**src/rtl/logmac_pkg.sv**
```systemverilog
package logmac_pkg;

    localparam int IDX_W       = 5;
    localparam int W_BITS      = IDX_W + 1;
    localparam int FRAC_BITS   = 12;
    localparam int CONST_W     = FRAC_BITS + 1;
    localparam int FRAC_LEVELS = 16;
    localparam int STEP_LOG2   = 2;
    localparam int STEPS       = 1 << STEP_LOG2;
    localparam int INT_EXP_W   = 5;

    // integer part of the weight exponent for a level index
    function automatic logic [INT_EXP_W-1:0] idx_int_exp(input logic [IDX_W-1:0] idx);
        int i;
        i = int'(idx);
        if (i == 0) return '0;
        if (i <= FRAC_LEVELS) return INT_EXP_W'((i - 1) >> STEP_LOG2);
        return INT_EXP_W'((FRAC_LEVELS >> STEP_LOG2) + (i - FRAC_LEVELS - 1));
    endfunction

    // stored 2^-fraction constant, 12 fractional bits
    function automatic logic [CONST_W-1:0] idx_const(input logic [IDX_W-1:0] idx);
        int i;
        i = int'(idx);
        if (i == 0 || i > FRAC_LEVELS) return CONST_W'(1 << FRAC_BITS);
        case ((i - 1) & (STEPS - 1))
            0:       return CONST_W'(1 << FRAC_BITS);
            1:       return CONST_W'(3444);
            2:       return CONST_W'(2896);
            default: return CONST_W'(2435);
        endcase
    endfunction

endpackage

```
**src/rtl/logmac_wdecode.sv**
```systemverilog
module logmac_wdecode
    import logmac_pkg::*;
(
    input  logic [W_BITS-1:0]    code,
    output logic                 zero_w,
    output logic                 neg,
    output logic [INT_EXP_W-1:0] int_exp,
    output logic [CONST_W-1:0]   konst
);
    logic [IDX_W-1:0] idx;

    always_comb begin
        idx     = code[IDX_W-1:0];
        neg     = code[W_BITS-1];
        zero_w  = (idx == '0);
        int_exp = idx_int_exp(idx);
        konst   = idx_const(idx);
    end
endmodule

```
**src/rtl/logmac_satadd.sv**
```systemverilog
module logmac_satadd #(
    parameter int ACC_W  = 24,
    parameter int PROD_W = 14
) (
    input  logic signed [ACC_W-1:0]  acc_in,
    input  logic signed [PROD_W-1:0] addend,
    input  logic                     load,
    output logic signed [ACC_W-1:0]  result
);
    logic signed [ACC_W:0] base;
    logic signed [ACC_W:0] sum;

    always_comb begin
        base = load ? '0 : (ACC_W+1)'(acc_in);
        sum  = base + (ACC_W+1)'(addend);
        if (sum[ACC_W] != sum[ACC_W-1])
            result = sum[ACC_W] ? {1'b1, {(ACC_W-1){1'b0}}} : {1'b0, {(ACC_W-1){1'b1}}};
        else
            result = sum[ACC_W-1:0];
    end
endmodule

```
**src/rtl/logmac_pe.sv**
```systemverilog
module logmac_pe
    import logmac_pkg::*;
#(
    parameter int A_BITS = 6,
    parameter int ACC_W  = 24
) (
    input  logic                    clk,
    input  logic                    rst_n,
    input  logic                    clr,
    input  logic                    in_valid,
    input  logic                    in_first,
    input  logic                    in_last,
    input  logic [W_BITS-1:0]       w_code,
    input  logic [A_BITS-1:0]       a_code,
    output logic signed [ACC_W-1:0] acc,
    output logic                    done
);
    localparam int SH_W   = A_BITS + 2;
    localparam int PROD_W = CONST_W + 1;

    typedef struct packed {
        logic                v;
        logic                first;
        logic                last;
        logic                kill;
        logic                neg;
        logic [SH_W-1:0]     sh;
        logic [CONST_W-1:0]  k;
    } dec_st_t;

    typedef struct packed {
        logic                     v;
        logic                     first;
        logic                     last;
        logic signed [PROD_W-1:0] prod;
    } shf_st_t;

    typedef struct packed {
        dec_st_t                 s1;
        shf_st_t                 s2;
        logic signed [ACC_W-1:0] acc;
        logic                    done;
    } pe_st_t;

    pe_st_t st_d, st_q;

    logic                    w_zero;
    logic                    w_neg;
    logic [INT_EXP_W-1:0]    w_int;
    logic [CONST_W-1:0]      w_k;
    logic signed [ACC_W-1:0] sat_res;
    logic [CONST_W-1:0]      mag;

    logmac_wdecode u_dec (
        .code    (w_code),
        .zero_w  (w_zero),
        .neg     (w_neg),
        .int_exp (w_int),
        .konst   (w_k)
    );

    logmac_satadd #(.ACC_W(ACC_W), .PROD_W(PROD_W)) u_sat (
        .acc_in (st_q.acc),
        .addend (st_q.s2.prod),
        .load   (st_q.s2.first),
        .result (sat_res)
    );

    always_comb begin
        st_d = st_q;

        // stage 1: table decode and exponent sum
        st_d.s1.v     = in_valid;
        st_d.s1.first = in_valid & in_first;
        st_d.s1.last  = in_valid & in_last;
        st_d.s1.kill  = w_zero | (a_code == '0);
        st_d.s1.neg   = w_neg;
        st_d.s1.sh    = SH_W'(a_code) + SH_W'(w_int);
        st_d.s1.k     = w_k;

        // stage 2: truncating shift and sign
        if (st_q.s1.kill || (st_q.s1.sh >= SH_W'(CONST_W)))
            mag = '0;
        else
            mag = st_q.s1.k >> st_q.s1.sh;
        st_d.s2.v     = st_q.s1.v;
        st_d.s2.first = st_q.s1.first;
        st_d.s2.last  = st_q.s1.last;
        st_d.s2.prod  = st_q.s1.neg ? -$signed({1'b0, mag}) : $signed({1'b0, mag});

        // stage 3: saturating accumulate
        st_d.done = st_q.s2.v & st_q.s2.last;
        if (st_q.s2.v) st_d.acc = sat_res;
        if (clr) begin
            st_d.acc  = '0;
            st_d.done = 1'b0;
        end
    end

    always_ff @(posedge clk or negedge rst_n) begin
        if (!rst_n) st_q <= '0;
        else        st_q <= st_d;
    end

    assign acc  = st_q.acc;
    assign done = st_q.done;

    assert_zero_operand_R1: assert property (@(posedge clk) disable iff (!rst_n)
        (st_q.s1.v && st_q.s1.kill) |=> (st_q.s2.prod == '0))
        else $error("zero operand gave nonzero product");

    assert_trunc_R5: assert property (@(posedge clk) disable iff (!rst_n)
        (st_q.s1.v && (st_q.s1.sh >= SH_W'(CONST_W))) |=> (st_q.s2.prod == '0))
        else $error("shift past constant width gave nonzero product");

    assert_first_load_R7: assert property (@(posedge clk) disable iff (!rst_n)
        (st_q.s2.v && st_q.s2.first && !clr) |=> (st_q.acc == $past(st_q.s2.prod)))
        else $error("first pair did not load its own product");

    assert_no_wrap_R10: assert property (@(posedge clk) disable iff (!rst_n)
        (st_q.s2.v && !st_q.s2.first && !clr && (st_q.s2.prod > 0))
        |=> ($signed(st_q.acc) >= $signed($past(st_q.acc))))
        else $error("positive addend lowered the sum");

    assert_done_R9: assert property (@(posedge clk) disable iff (!rst_n)
        (st_q.s2.v && st_q.s2.last && !clr) |=> st_q.done)
        else $error("missing completion pulse");

    assert_no_spurious_done_R9: assert property (@(posedge clk) disable iff (!rst_n)
        !(st_q.s2.v && st_q.s2.last) |=> !st_q.done)
        else $error("completion pulse without last pair");

    assert_clear_R11: assert property (@(posedge clk) disable iff (!rst_n)
        clr |=> ((st_q.acc == '0) && !st_q.done))
        else $error("clear did not empty the sum");
endmodule

```
**src/rtl/logmac_array.sv**
```systemverilog
module logmac_array
    import logmac_pkg::*;
#(
    parameter int NUM_PE = 4,
    parameter int A_BITS = 6,
    parameter int ACC_W  = 24
) (
    input  logic                      clk,
    input  logic                      rst_n,
    input  logic                      clr,
    input  logic                      in_valid,
    input  logic                      in_first,
    input  logic                      in_last,
    input  logic [NUM_PE*W_BITS-1:0]  w_codes,
    input  logic [A_BITS-1:0]         a_code,
    output logic [NUM_PE*ACC_W-1:0]   acc_out,
    output logic                      out_valid
);
    logic [NUM_PE-1:0] done_vec;

    for (genvar p = 0; p < NUM_PE; p++) begin : g_pe
        logic signed [ACC_W-1:0] pe_acc;

        logmac_pe #(.A_BITS(A_BITS), .ACC_W(ACC_W)) u_pe (
            .clk      (clk),
            .rst_n    (rst_n),
            .clr      (clr),
            .in_valid (in_valid),
            .in_first (in_first),
            .in_last  (in_last),
            .w_code   (w_codes[p*W_BITS +: W_BITS]),
            .a_code   (a_code),
            .acc      (pe_acc),
            .done     (done_vec[p])
        );

        assign acc_out[p*ACC_W +: ACC_W] = pe_acc;
    end

    assign out_valid = done_vec[0];

    assert_lockstep_R13: assert property (@(posedge clk) disable iff (!rst_n)
        done_vec == {NUM_PE{done_vec[0]}})
        else $error("elements disagree on completion");

    assert_reset_idle_R12: assert property (@(posedge clk) disable iff (!rst_n)
        $rose(rst_n) |-> !out_valid)
        else $error("completion pulse right after reset");
endmodule

```
**config.mk**
```make
export PLATFORM = sky130hd
export DESIGN_NAME = logmac_array
export DESIGN_NICKNAME = d
export VERILOG_FILES = /design/src/rtl/logmac_pkg.sv /design/src/rtl/logmac_wdecode.sv /design/src/rtl/logmac_satadd.sv /design/src/rtl/logmac_pe.sv /design/src/rtl/logmac_array.sv
export SDC_FILE = /design/constraint.sdc
export NUM_CORES = 1
export LEC_CHECK = 0
export BUFFER_PORTS_ARGS = -buffer_cell sky130_fd_sc_hd__buf_4
export CORE_ASPECT_RATIO = 1.4
export CORE_MARGIN = 2
export CORE_UTILIZATION = 48
export CTS_BUF_LIST = sky130_fd_sc_hd__clkbuf_16
export DETAILED_ROUTE_END_ITERATION = 10
export PLACE_DENSITY_LB_ADDON = 0.25
export SYNTH_ARGS = -nofsm -noshare
export SYNTH_HDL_FRONTEND = slang
export SYNTH_SLANG_ARGS = --single-unit
export TNS_END_PERCENT = 1
```
**constraint.sdc**
```tcl
create_clock -name clk -period 5.5 [get_ports clk]
set_input_delay 0 -clock clk [delete_from_list [all_inputs] [get_ports clk]]
set_output_delay 0 -clock clk [all_outputs]
set_load 0.005 [all_outputs]
```
# [After elaboration in Yosys (flattened, before gate mapping)]
# Index checks and enable logic that the tools add are counted.
[totals] ff_bits=251 inputBits=36 out_inout_bits=97 word_cells=188
[op_classes] add_sub_neg=28 order_cmp=12 eq_ne=12 shifts=4 mux=72 bitwise_logic=7 reduce_logical=22
[ops] op="$mux W24" n=12
[ops] op="$mux W25" n=8
[ops] op="$mux W13" n=12
[ops] op="$pmux W13 S3" n=4
[ops] op="$logic_not A32 Y1" n=4
[ops] op="$add A25 B14 Y25" n=4
[ops] op="$mux W5" n=16
[ops] op="$mux W14" n=4
[ops] op="$neg A13 Y14" n=4
[ops] op="$shr A13 B8 Y13" n=4
[ops] op="$logic_not A5 Y1" n=8
[ops] op="$ge A8 B4 Y1 const B" n=4
[ops] op="$add A6 B5 Y7" n=4
[ops] op="$sub A5 B1 Y6 const B" n=4
[ops] op="$add A4 B5 Y5 const A" n=4
[ops] op="$gt A5 B5 Y1 const B" n=4
[ops] op="$le A5 B5 Y1 const B" n=4
[ops] op="$sub A5 B2 Y5 const B" n=4
[ops] op="$sub A5 B5 Y5 const B" n=4
[ops] op="$mux W1" n=16
[ops] op="$eq A2 B1 Y1 const B" n=4
[ops] op="$eq A2 B2 Y1 const B" n=4
[ops] op="$logic_or A1 B1 Y1" n=8
[ops] op="$logic_not A6 Y1" n=1
[ops] op="4 further kinds" n=12

# [Depth between registers and ports, before layout]
# Gate-level depths: netlist of the first run.
[depth] depth_word=6 mapped_depth=16 mapped_depth_nobuf=16

# [Cells and area by module]
# From an unflattened synthesis of the first run, not the netlist that was laid out.
[unflattened] hier_cells=2779 hier_area_um2=24036.8
[modules_own_cells] mod="logmac_pe at g_pe[0].u_pe ..." instances=3 cells_each=320 area_each_um2=3524.6 seq_area_each_um2=1676.6
[modules_own_cells] mod="logmac_satadd at g_pe[0].u_pe.u_sat ..." instances=3 cells_each=314 area_each_um2=2068.2 seq_area_each_um2=0.0
[modules_own_cells] mod="logmac_pe at g_pe[2].u_pe" instances=1 cells_each=318 area_each_um2=3539.6 seq_area_each_um2=1676.6
[modules_own_cells] mod="logmac_satadd at g_pe[3].u_pe.u_sat" instances=1 cells_each=323 area_each_um2=2132.0 seq_area_each_um2=0.0
[modules_own_cells] mod="logmac_wdecode" instances=4 cells_each=59 area_each_um2=396.6 seq_area_each_um2=0.0

# [Least setup slack after synthesis of the first run]
# No wires, ideal clock.
[synth_timing] kind="register to register" start="reg, netlist name g_pe[2].u_pe.st_q[40]" end="reg g_pe[3].u_pe.st_q (netlist bit g_pe[3].u_pe.acc[2])" setup_ps=126 arrival_ps=3340 required_ps=5374 setup_slack_ps=2034 path_stages_with_launch=13 n_path_buf=2 synth_period_minus_slack_ps=3466 cell_sequence="dfrtp_1 > clkbuf_1 > clkbuf_1 > nor2b_1 > ha_1 > a211oi_1 > o21ai_0 > a21oi_1 > o31ai_2 > a311oi_2 > o22ai_2 > and2_1 > a221o_1"
[synth_lines] item="end signal: assignment" line="logmac_pe.sv:102" rtl="else st_q <= st_d;"
[synth_lines] item="end: declaration" line="logmac_pe.sv:45" rtl="pe_st_t st_d, st_q;"

==> results of run 1 <==
cells by family after synthesis:
kind of cell | synth area share [%]
buf+inv | 7.36
mux | 3.19
compound gates | 23.0
fa+ha+maj | 11.1
flops | 29.4
simple gates | 19.5
xor+xnor | 6.52
what timing repair did:
item                                    4_1_cts  5_1_grt
hold endpoints to repair                    162        0
hold buffers                                 29        0
endpoints found under the setup margin        0        0
resized for setup                             0        0
cell usage in the layout (no fill, tap or decap), drive strengths merged, types with 29 or more instances in the layout:
| cell | instances |
|---|---|
| dfrtp | 219 |
| nor2 | 159 |
| a21oi | 158 |
| ha | 152 |
| o21ai | 145 |
| buf | 141 |
| nand2 | 130 |
| nor2b | 127 |
| xnor2 | 85 |
| nor3 | 85 |
| inv | 74 |
| xor2 | 54 |
| a221o | 50 |
| nand3 | 42 |
| a21o | 40 |
| a211oi | 37 |
| and2 | 32 |
| mux2i | 31 |
| dlygate4sd3 | 29 |
| o21a | 29 |
through the flow:
stage / cells / area (um^2) / hold slack, ns / power [mW] / utilization [%]
6_report: 2722 / 20500 / 0.0513 / 7.35 / 53.4
5_1_grt: 2721 / 20500 / 0.0937 / 7.88 / 53.4
4_1_cts: 2721 / 20500 / 0.0323 / 7.39 / 53.4
3_5_place_dp: 2648 / 19300 / 0.0431 / 5.50 / 50.3
3_3_place_gp: 2648 / 19300 / 0.0364 / 5.44 / 50.3
2_1_floorplan: 2177 / 18700 / -0.296 / 4.78 / -
worst paths after layout:
kind / endpoint / slack [ns]
max: g_pe[3].u_pe.acc[19] / 1.30
min: g_pe[1].u_pe.st_q[63] / 0.05
max reg2reg: g_pe[3].u_pe.acc[19] / 1.30
min reg2reg: g_pe[2].u_pe.st_q[40] / 0.36
max in group asynchronous: g_pe[3].u_pe.acc[20] / 4.30
min in group clk: g_pe[3].u_pe.st_q[54] / 0.06
registers in the layout (all words and copies together), names as in the netlist:
register and count:
g_pe.u_pe.acc 96, g_pe.u_pe.st_d 3, g_pe.u_pe.st_q 119, g_pe.u_pe.done 1
layout make-up:
| cell class | instances | area, um^2 |
|---|---|---|
| fillers | 3560 | 17900 |
| multi-input cells | 1696 | 11800 |
| flip-flops and latches | 219 | 5480 |
| repair buffers | 170 | 1370 |
| well taps | 522 | 653 |
| clock buffers | 25 | 626 |
| clock inverters | 19 | 269 |
| inverters | 70 | 263 |
| diodes | 1 | 2.50 |
metal layers:
| layer | GRT usage (%) | vias to the layer above |
|---|---|---|
| met5 | 0 | - |
| met4 | 8.13 | 0 |
| met2 | 40.1 | 352 |
| met3 | 2.75 | 99 |
| met1 | 27.5 | 7510 |
| li1 | - | 7805 |
power by group through the flow:
stage	Sequential [mW]	Clock (mW)	Combinational, mW
after floorplan	2.16	0	2.62
after global placement	2.44	0	3.00
after detailed placement	2.44	0	3.06
after CTS	2.42	1.88	3.09
after global routing	2.48	1.93	3.47
final	2.42	1.83	3.10
==> flow_metrics.env, run 1 <==
export IMPL_drive_gt1_share_pct=10.8
export IMPL_cp_depth=11
export IMPL_p_leak_nw=9.83
export IMPL_fin_crit_ns=4.20
export IMPL_vias=15766
export IMPL_reg2reg_depth=11
export IMPL_cts_setup_buffers=0
export IMPL_wl_per_cell_um=16.7
export IMPL_fin_crit_sh_pct=76.3
export IMPL_maxSlewHeadroom_pct=20.6
export IMPL_end_kind="flop"
export IMPL_status="complete, no violations"
export IMPL_die_area_um2=40500
export IMPL_switching_share_pct=38.7
export IMPL_fmax_mhz=238
export IMPL_yosysSeqAreaShare_pct=29.4
export IMPL_grt_max_degree=138
export IMPL_nets=2377
export IMPL_dieHeight_um=237
export IMPL_grt_ovfl_total=0
export IMPL_syn_avg_cell_area_um2=8.58
export IMPL_yosys_area_top_type_share_pct=29.4
export IMPL_synth_area_um2=18700
export IMPL_ys_types=85
export IMPL_cts_sinks=219
export IMPL_skew_ns=0.0119
export IMPL_core_area_um2=38400
export IMPL_clkPwrFrac_pct=24.9
export IMPL_ys_warn_count=0
export IMPL_critPathTopFamily="compound AO/OA/AOI/OAI gates"
export IMPL_portBuffers=132
export IMPL_wl_met2_um=22600
export IMPL_place_hpwl_um=33600
export IMPL_syn_nets=2373
export IMPL_yosysTopAreaCell="dfrtp_1"
export IMPL_dr_pass1_iters=5
export IMPL_p_sw_mw=2.84
export IMPL_cap_violations=0
export IMPL_peakVddDrop_v=0.000226
export IMPL_worstSkewPairLatency_ns=0.54
export IMPL_drcViolationCount=0
export IMPL_cts_max_level=1
export IMPL_cts_tree="yes"
export IMPL_power_frac_seq_pct=32.9
export IMPL_synth_edf_count=0
export IMPL_drv_slew=0
export IMPL_wirelength_met1_um=19300
export IMPL_final_hold_viol_count=0
export IMPL_synthTopCellsByArea="dfrtp_1, ha_1, nor2b_1"
export IMPL_clkTransAtPathRegs_ns=0.07
export IMPL_crit_path_start_kind="flop"
export IMPL_crit_slowest_cell="o41ai_4"
export IMPL_rows=85
export IMPL_num_io_pins=133
export IMPL_met3_wirelength_um=1910
export IMPL_highest_layer="met4"
export IMPL_grt_use_total_pct=22.4
export IMPL_ys_ff_latch=219
export IMPL_cp_startpoint="g_pe[2].u_pe.st_q[40]"
export IMPL_grt_pass1_wl_um=75600
export IMPL_worstMarginPinSlew_ns=1.19
export IMPL_synth_commonest_cells="dfrtp_1, nor2_1, a21oi_1"
export IMPL_path_class="flop to flop"
export IMPL_synthFlopType="dfrtp_1"
export IMPL_hold_path_class="input pin to async pin"
export IMPL_powerDensity_nw_per_um2=358
export IMPL_drtAntennaViolNets=0
export IMPL_cp_required_ns=5.96
export IMPL_worstPathArrival_ns=4.66
export IMPL_gp_congestion=0.942
export IMPL_cts_made_buffers=24
export IMPL_yosysMostFrequentCell="dfrtp_1"
export IMPL_finalSetupViolCount=0
export IMPL_async_flop_share_pct=100
export IMPL_setup_tns_ns=0
export IMPL_die_w_um=171
export IMPL_area_growth_pct=9.82
export IMPL_crit_chain="buf_4, nor2b_1, ha_1, a211oi_1, o21ai_0, a41oi_1, o31ai_2, o211a_1, o41ai_4, a31oi_1, nor3_1"
export IMPL_antenna_found_initial=0
export IMPL_initial_utilization_pct=48.6
export IMPL_drtIter0Drc=930
export IMPL_postSynthCellCount=2177
export IMPL_p_int_mw=4.51
export IMPL_finalWorstSetupSlack_ns=1.30
export IMPL_ctsLongestPathBuffers=3
export IMPL_pre_cts_ws_ns=1.32
export IMPL_wl_um=45400
export IMPL_worst_path_max_fanout=53
export IMPL_r2r_start="g_pe[2].u_pe.st_q[40]"
export IMPL_cpPeakStageDelay_ns=0.95
export IMPL_cts_root_buffer="clkbuf_16"
export IMPL_critPathBufInv=1
export IMPL_share_comb_of_total_power_pct=42.2
export IMPL_viasPerCell=5.79
export IMPL_rsz0062_at_grt="false"
export IMPL_grt_pass1_vias=15566
Note: power is estimated with default switching activity, not from simulation.
==> inputs of run 2 (changes only) <==
==> constraint.sdc (replaced) <==
create_clock -name clk -period 3.84 [get_ports clk]
set_input_delay 0 -clock clk [delete_from_list [all_inputs] [get_ports clk]]
set_output_delay 0 -clock clk [all_outputs]
set_load 0.005 [all_outputs]
==> flow_metrics.env, run 2 (synthesis gave the netlist of run 1 again) <==
export IMPL_status="complete, no violations"
export IMPL_cts_sinks=219
export IMPL_cts_made_buffers=25
export IMPL_drive_gt1_share_pct=12.2
export IMPL_hold_path_class="input pin to flop"
export IMPL_worstPathArrival_ns=4.06
export IMPL_finalSetupViolCount=0
export IMPL_die_w_um=171
export IMPL_vias=15975
export IMPL_maxSlewHeadroom_pct=39.7
export IMPL_fin_crit_ns=3.62
export IMPL_final_common_cell="dfrtp_1"
export IMPL_regArea_um2=5480
export IMPL_wl_met2_um=24400
export IMPL_mostFrequentLayoutCells="dfrtp_1, buf_4, nor2_1"
export IMPL_cts_max_level=1
export IMPL_met3_wirelength_um=1860
export IMPL_clkTransAtPathRegs_ns=0.06
export IMPL_rows=85
export IMPL_fmax_mhz=276
export IMPL_top_register="g_pe.u_pe.st_q"
export IMPL_powerDensity_nw_per_um2=512
export IMPL_die_area_um2=40500
export IMPL_setup_tns_ns=0
export IMPL_drtAntennaViolNets=0
export IMPL_skew_ns=0.0298
export IMPL_cts_root_buffer="clkbuf_16"
export IMPL_drv_slew=0
export IMPL_rsz0062_at_grt="false"
export IMPL_fin_crit_sh_pct=94.2
export IMPL_grt_use_total_pct=23.5
export IMPL_final_cell_count_no_fill=2755
export IMPL_cts_tree="yes"
export IMPL_p_total_mw=10.7
export IMPL_num_io_pins=133
export IMPL_dieHeight_um=237
export IMPL_final_util_pct=54.2
export IMPL_dpl_cell_count=2677
export IMPL_worstSkewPairLatency_ns=0.56
export IMPL_grt_max_degree=114
export IMPL_wl_um=47600
export IMPL_cp_required_ns=4.28
export IMPL_hold_ws_ns=0.0355
export IMPL_peakVddDrop_v=0.000372
export IMPL_antenna_found_initial=0
export IMPL_gp_congestion=0.941
export IMPL_place_hpwl_um=35800
export IMPL_highest_layer="met4"
export IMPL_dr_pass1_iters=5
export IMPL_largest_reg_flops=119
export IMPL_cap_violations=0
export IMPL_area_growth_pct=11.5
export IMPL_viasPerCell=5.80
export IMPL_p_leak_nw=9.99
export IMPL_wl_per_cell_um=17.3
export IMPL_drcViolationCount=0
export IMPL_drtIter0Drc=974
export IMPL_path_class="flop to flop"
export IMPL_ctsLongestPathBuffers=3
export IMPL_end_kind="flop"
export IMPL_portBuffers=132
export IMPL_n_fill_cell=3558
export IMPL_grt_pass1_wl_um=78700
export IMPL_antennaDiodeCount=0
export IMPL_multi_input_area_um2=11900
export IMPL_final_hold_viol_count=0
export IMPL_initial_utilization_pct=48.6
export IMPL_grt_ovfl_total=0
export IMPL_crit_path_start_kind="flop"
export IMPL_worstMarginPinSlew_ns=0.897
export IMPL_wirelength_met1_um=19600
export IMPL_core_area_um2=38400
export IMPL_worst_path_max_fanout=22
export IMPL_grt_pass1_vias=15918
export IMPL_nets=2410
## run 2: cell types whose count changed in the layout (fill, tap and decap cells not counted), sizes merged
| cell | change |
|---|---|
| dlygate4sd3 | -1 |
| bufinv | -1 |
| diode | -1 |
| buf | +33 |
| clkinv | -1 |
| clkinvlp | +4 |
## run 2: metal layers
metal / GRT usage (%) / vias to the layer above
met1: 27.9 / 7687
met3: 2.78 / 87
met2: 43.0 / 339
li1: - / 7862
met5: 0 / -
met4: 9.07 / 0
## run 2: final cells by class
class / instances / area share [%]
inverters: 70 / 1.26
clock buffers: 25 / 3.01
flip-flops and latches: 219 / 26.4
clock inverters: 21 / 1.21
multi-input cells: 1696 / 57.0
repair buffers: 202 / 8.04
well taps: 522 / 3.14
## run 2: path summary, 6_finish.rpt
| path | from | endpoint | slack (ns) | depth (start not counted) |
|---|---|---|---|---|
| worst max-delay path | g_pe[2].u_pe.st_q[40] | g_pe[1].u_pe.acc[9] | 0.22 | 12 |
| worst min-delay path | w_codes[16] | g_pe[2].u_pe.st_q[54] | 0.04 | 4 |
| worst max register to register | g_pe[2].u_pe.st_q[40] | g_pe[1].u_pe.acc[9] | 0.22 | 12 |
| worst min register to register | g_pe[2].u_pe.st_d[39] | g_pe[2].u_pe.st_q[39] | 0.34 | 0 |
| max in group asynchronous | rst_n | g_pe[0].u_pe.st_q[63] | 2.65 | 3 |
| min in group asynchronous | rst_n | g_pe[1].u_pe.st_q[63] | 0.08 | 2 |
## run 2: report_power, final
part | internal, mW | total, mW | switching (mW)
sequential | 2.80 | 3.42 | 0.619
combinational | 2.16 | 4.67 | 2.52
clock | 1.53 | 2.56 | 1.03
total | 6.49 | 10.7 | 4.16
## run 2: repair_timing
item,in CTS,in global routing
hold buffers,28,0
pin swaps,0,1
hold endpoints to repair,194,0
resized for setup,0,5
endpoints found under the setup margin,3,51
setup buffers,1,3
## run 2: worst max-delay path, stage by stage (launching register included)
cell	delay [ns]
dfrtp_4	0.52
buf_4	0.19
nor2b_1	0.22
ha_1	0.29
a211oi_1	0.36
o31a_1	0.26
o2111a_1	0.21
o21ai_1	0.17
a2111oi_1	0.53
a311oi_2	0.11
nor2b_1	0.18
buf_12	0.17
a221o_1	0.27
## run 2: stage by stage
stage	setup slack, ns	cell area (um^2)
2_1_floorplan	0.374	18700
3_5_place_dp	-0.0104	19600
6_report	0.221	20800
5_1_grt	0.0381	20800
3_3_place_gp	0.0967	19600
4_1_cts	0.0255	20700
